==> src/rtl/intq_ptr_pkg.sv <==
package intq_ptr_pkg;
  localparam int ADDR_W  = 4;
  localparam int NUM_Q   = 4;
  localparam int NUM_PTR = 2 * NUM_Q;
  localparam int NUM_IRQ = NUM_Q - 1;
  localparam logic [ADDR_W-1:0] IDX_TBA = ADDR_W'(NUM_PTR);
  localparam logic [ADDR_W-1:0] IDX_VER = ADDR_W'(NUM_PTR + 1);

  typedef struct packed {
    logic [NUM_PTR-1:0] ptrWe;
    logic               tbaWe;
    logic               rdEn;
    logic [ADDR_W-1:0]  rdIdx;
  } strobes_t;
endpackage

==> src/rtl/intq_ptr_ctrl.sv <==
module intq_ptr_ctrl
  import intq_ptr_pkg::*;
(
  input  logic              clk,
  input  logic              rstN,
  input  logic              wrEn,
  input  logic              rdEn,
  input  logic [ADDR_W-1:0] addr,
  output strobes_t          stb,
  output logic              errFlag
);
  logic isPtr, isTba, isVer, badAccess;

  assign isPtr = (addr < ADDR_W'(NUM_PTR));
  assign isTba = (addr == IDX_TBA);
  assign isVer = (addr == IDX_VER);

  for (genvar i = 0; i < NUM_PTR; i++) begin : g_we
    assign stb.ptrWe[i] = wrEn && (addr == ADDR_W'(i));
  end

  assign stb.tbaWe = wrEn && isTba;
  assign stb.rdEn  = rdEn;
  assign stb.rdIdx = addr;

  assign badAccess = (wrEn && !(isPtr || isTba)) ||
                     (rdEn && !(isPtr || isTba || isVer));

  always_ff @(posedge clk) begin
    if (!rstN) errFlag <= 1'b0;
    else       errFlag <= badAccess;
  end
endmodule

==> src/rtl/intq_ptr_datapath.sv <==
module intq_ptr_datapath
  import intq_ptr_pkg::*;
#(
  parameter int PTR_W        = 64,
  parameter int WIN_COUNT    = 8,
  parameter int MAX_TL       = 6,
  parameter int MAX_GL       = 3,
  parameter int TBA_LOW_ZERO = 15
) (
  input  logic               clk,
  input  logic               rstN,
  input  strobes_t           stb,
  input  logic [PTR_W-1:0]   wrData,
  output logic [PTR_W-1:0]   rdData,
  output logic [NUM_IRQ-1:0] irqVec
);
  localparam logic [PTR_W-1:0] TBA_MASK =
    ~((PTR_W'(1) << TBA_LOW_ZERO) - PTR_W'(1));
  localparam logic [PTR_W-1:0] VER_WORD =
    PTR_W'({8'(MAX_GL), 8'(MAX_TL), 8'(WIN_COUNT)});

  logic [PTR_W-1:0] ptrQ [NUM_PTR];
  logic [PTR_W-1:0] tbaQ;
  logic [PTR_W-1:0] rdMux;

  for (genvar i = 0; i < NUM_PTR; i++) begin : g_ptr
    always_ff @(posedge clk) begin
      if (!rstN)              ptrQ[i] <= '0;
      else if (stb.ptrWe[i])  ptrQ[i] <= wrData;
    end
  end

  always_ff @(posedge clk) begin
    if (!rstN)          tbaQ <= '0;
    else if (stb.tbaWe) tbaQ <= wrData & TBA_MASK;
  end

  // only the first NUM_IRQ queues signal; the last one stays silent
  for (genvar q = 0; q < NUM_IRQ; q++) begin : g_irq
    assign irqVec[q] = (ptrQ[2*q] != ptrQ[2*q+1]);
  end

  always_comb begin
    rdMux = '0;
    if (stb.rdIdx < ADDR_W'(NUM_PTR)) rdMux = ptrQ[stb.rdIdx[$clog2(NUM_PTR)-1:0]];
    else if (stb.rdIdx == IDX_TBA)    rdMux = tbaQ & TBA_MASK;
    else if (stb.rdIdx == IDX_VER)    rdMux = VER_WORD;
  end

  always_ff @(posedge clk) begin
    if (!rstN)         rdData <= '0;
    else if (stb.rdEn) rdData <= rdMux;
  end
endmodule

==> src/rtl/intq_ptr_monitor.sv <==
module intq_ptr_monitor
  import intq_ptr_pkg::*;
#(
  parameter int PTR_W     = 64,
  parameter int WIN_COUNT = 8,
  parameter int MAX_TL    = 6,
  parameter int MAX_GL    = 3
) (
  input  logic              clk,
  input  logic              rstN,
  input  logic              wrEn,
  input  logic              rdEn,
  input  logic [ADDR_W-1:0] addr,
  input  logic [PTR_W-1:0]  wrData,
  output logic [PTR_W-1:0]  rdData,
  output logic              errFlag,
  output logic              irqCpuMondo,
  output logic              irqDevMondo,
  output logic              irqResErr
);
  strobes_t           stb;
  logic [NUM_IRQ-1:0] irqVec;

  intq_ptr_ctrl i_ctrl (
    .clk(clk), .rstN(rstN), .wrEn(wrEn), .rdEn(rdEn), .addr(addr),
    .stb(stb), .errFlag(errFlag)
  );

  intq_ptr_datapath #(
    .PTR_W(PTR_W), .WIN_COUNT(WIN_COUNT), .MAX_TL(MAX_TL),
    .MAX_GL(MAX_GL), .TBA_LOW_ZERO(15)
  ) i_dp (
    .clk(clk), .rstN(rstN), .stb(stb), .wrData(wrData),
    .rdData(rdData), .irqVec(irqVec)
  );

  assign irqCpuMondo = irqVec[0];
  assign irqDevMondo = irqVec[1];
  assign irqResErr   = irqVec[2];
endmodule

==> config.mk <==
export PLATFORM = sky130hd
export DESIGN_NAME = intq_ptr_monitor
export DESIGN_NICKNAME = d
export VERILOG_FILES = /design/src/rtl/intq_ptr_pkg.sv /design/src/rtl/intq_ptr_ctrl.sv /design/src/rtl/intq_ptr_datapath.sv /design/src/rtl/intq_ptr_monitor.sv
export SDC_FILE = /design/constraint.sdc
export NUM_CORES = 1
export LEC_CHECK = 0
export ABC_AREA = 1
export BUFFER_PORTS_ARGS = -buffer_cell sky130_fd_sc_hd__buf_2
export CAP_MARGIN = 20
export CORE_ASPECT_RATIO = 0.6
export CORE_MARGIN = 8
export CORE_UTILIZATION = 50
export DETAILED_ROUTE_END_ITERATION = 10
export HOLD_SLACK_MARGIN = 0.05
export PLACE_DENSITY = 0.75
export SYNTH_ARGS = -nofsm -noshare
export SYNTH_HDL_FRONTEND = slang
export SYNTH_SLANG_ARGS = --single-unit
==> constraint.sdc <==
create_clock -name clk -period 12.27 [get_ports clk]
set_clock_uncertainty 0.05 [all_clocks]
set_input_delay 3.681 -clock clk [delete_from_list [all_inputs] [get_ports clk]]
set_output_delay 3.681 -clock clk [all_outputs]
set_load 0.005 [all_outputs]
==> summary.md <==
| Metric | Value |
|---|---|
| Power per cell area | `roughly 140 nW/um^2` |
| Setup TNS | `0 ps` |
| Area growth, synth to finish | `11.48%` |
| Clock Latency Late Sink | `approximately 620 ps` |
| Critical Path End Type | `flop` |
| Slew at the pin with the worst max-slew slack | `1137 ps` |
| Final setup vio count | `0` |
| Syn Nets | `~3800` |
| Fill cells | `~5200` |
| Placeable Area | `59400 um^2` |
| RR Startpoint | `i_dp.ptrQ[3][59]` |
| Mapped Area | `approximately 30000 um^2` |
| Routed len/inst | `roughly 18 um` |
| Reg2reg path depth | `8` |
| Initial antenna violation count | `3` |
| Synth Register Bits | `roughly 630` |
| Worst Hold Class | `flop to flop` |
| Die height | `a little over 200 um` |
| Total I/O pin count | `140` |
| Iter 0 DRT Violations | `3009` |
| Setup WS pre-CTS | `roughly 4900 ps` |
| Syn Area/Cell | `approximately 8.1 um^2` |
| Footprint of the multi-input gates | `about 10000 um^2` |
| Status | `finished, final reports clean` |
| Drt total wl | `85470 um` |
| Critical path arrival | `between 7000 and 8000 ps` |
| Hold Crit Depth | `2` |
| Tmin final | `about 6600 ps` |
| Clock Path Buffers | `3` |
| WHS | `about 400 ps` |
| Fin. max-slew vios | `0` |
| RR Endpoint | `i_dp.rdData[59]` |
| Setup bufs post-CTS | `0` |
| PostCTS Resize Cnt | `0` |
| Critical-path top delay cell | `buf_4` |
| PortBufs | `139` |
| Via count | `about 25000` |
| Crit path max fanout | `73` |
| Antenna Nets Post-Route | `0` |
| Final Wtd Congestion | `approximately 0.82` |
| CTS tree | `built` |
| Total track usage | `0.2440` |
| Initial Utilization | `0.5075` |
| Placed Cells | `around 4500` |
| Largest stage delay on the critical path | `just under 800 ps` |
| Final period utilization | `0.5357` |
| Total leakage power | `around 15 nW` |
| Normalized max-slew margin | `0.2420` |
| CP required | `12750 ps` |
| Via density | `5.303` |
| Maximum vdd drop | `roughly 100 uV` |
| Pre-antenna DRT Iters | `5` |
| Storage cell area | `around 18000 um^2` |
| Num Clock Sinks | `about 630` |
| Final Hold Vio Count | `0` |
| Largest net degree at the start of global routing | `80` |
| Core Util, Final | `0.5658` |
| Die area | `slightly below 70000 um^2` |
| Fmax achieved | `around 150 MHz` |
| Clock transition at path regs | `about 60 ps` |
| Share of post-route cells with drive strength above 1 | `0.07477` |
| CTS buffer count | `a little under 60` |
| # H-tree levels | `2` |
| Vias in the first global route | `roughly 24000` |
| DIE WIDTH | `between 300 and 400 um` |
| Gate Count Post-Synth | `between 3000 and 4000` |
| RSZ-0062 raised after global routing | `false` |
| First-pass GRT wire length | `roughly 130000 um` |
| Hold-fix buffers, CTS | `0` |
| Row Count | `about 70` |
| Setup slack after layout | `5697 ps` |
| Final net count | `slightly below 4000` |
| Hold worst-path end | `i_dp.tbaQ[31]` |
| Worst R2R Setup Slack | `approximately 11000 ps` |
| Crit-path cells | `buf_2 > nor2_4 > buf_4 > nand2_1 > inv_2 > nand2_2 > buf_4 > inv_2 > o21ai_0 > a21oi_1` |
| CTS root buf | `clkbuf_16` |
| WS Path Type | `primary input to flop` |
| Hold path startpoint | `i_dp.tbaQ[31]` |
| Max-cap violation count | `0` |
| Residual DRC count | `0` |
| CP Launch Type | `primary input` |
| Cell Count, Final, Fillers Out | `~4600` |
| Part of the Yosys area used for sequential elements | `0.5857` |
| Total grt overflow | `0` |
| Yosys cell types | `22` |
| Syn. warnings | `0` |
| DP HPWL | `between 50000 and 60000 um` |
==> cells in the mapped netlist (all sizes together) <==
library cell  instances  area, um^2
nand2              1081        4060
nor2                916        3446
edfxtp              512       15370
inv                 512        1922
a21oi               152       760.7
clkbuf              139       521.8
dfxtp               114        2282
o21ai                97       485.5
nand4                77       481.7
nand3                63       335.3
xor2                 30       262.8
buf                  20       98.85
nand3b               10       75.07
clkinv                9       33.78
nor4                  1       6.260
==> flip-flops by register name (all words and copies together), names as in the netlist <==
signal,count
i_ctrl.errFlag,1
i_dp.ptrQ,512
i_dp.rdData,64
i_dp.tbaQ,49
==> metrics by stage <==
step / total power, W / instance area, um^2
4_1_cts: 0.004776 / 33490
5_1_grt: 0.004934 / 33610
3_3_place_gp: 0.002970 / 31600
2_1_floorplan: 0.002822 / 30150
6_report: 0.004771 / 33610
3_5_place_dp: 0.002987 / 31620
==> worst max-delay path by stage <==
stage,end,startpoint,cells after the start
floorplan,i_dp.ptrQ[0][0],addr[0],6
global placement,i_dp.ptrQ[3][57],addr[1],7
detailed placement,i_dp.ptrQ[3][23],addr[1],7
CTS,i_dp.ptrQ[3][2],addr[1],7
global route,i_dp.tbaQ[61],addr[1],10
finish,i_dp.tbaQ[56],addr[1],10
==> cells in the final DEF (no fill, tap or decap), drive strengths merged, types with 4 or more instances in the layout <==
master,n
a21oi,152
buf,172
bufinv,4
clkbuf,80
clkinv,30
dfxtp,114
edfxtp,512
inv,512
nand2,1081
nand3,63
nand3b,10
nand4,77
nor2,916
o21ai,97
xor2,30
==> where the power goes <==
group	internal, W	total [W]	switching [W]
Clock	0.00102	0.00182	0.000803
Sequential	0.00242	0.00249	0.0000672
Combinational	0.000134	0.000464	0.000330
Total	0.00357	0.00477	0.00120
==> metal layers <==
metal | wire length (um) | track usage | part of all wire | vias up
met5 | 17 | 0 | 0.00020 | -
met2 | 37980 | 0.3876 | 0.44 | 1208
met4 | 2299 | 0.07489 | 0.027 | 2
li1 | - | - | - | 11750
met1 | 36070 | 0.3385 | 0.42 | 11460
met3 | 9102 | 0.04990 | 0.11 | 151
==> layout make-up <==
cell class,count,area share
flip-flops and latches,626,0.5254
inverters,521,0.05823
clock buffers,80,0.04896
diodes,1,0.00007446
well taps,781,0.02908
multi-input cells,2427,0.3006
repair buffers,172,0.03090
clock inverters,26,0.006702
==> critical path, delay by kind of cell <==
kind	cells	cell delay, ps
AOI/OAI and AO/OA	2	320
and+or+nand+nor	3	860
buffers and inverters	5	2130
==> cell families (layout without fill, tap and decap cells) <==
group                  after synthesis  after routing  share of synthesized area
buffers and inverters              680            799                    0.08546
XOR/XNOR                            30             30                   0.008716
flip-flops                         626            626                     0.5857
other                                0              1                          0
AO/OA/AOI/OAI                      249            249                    0.04134
AND/OR/NAND/NOR                   2148           2148                     0.2788
No activity file was read; power rests on OpenSTA's default activity.
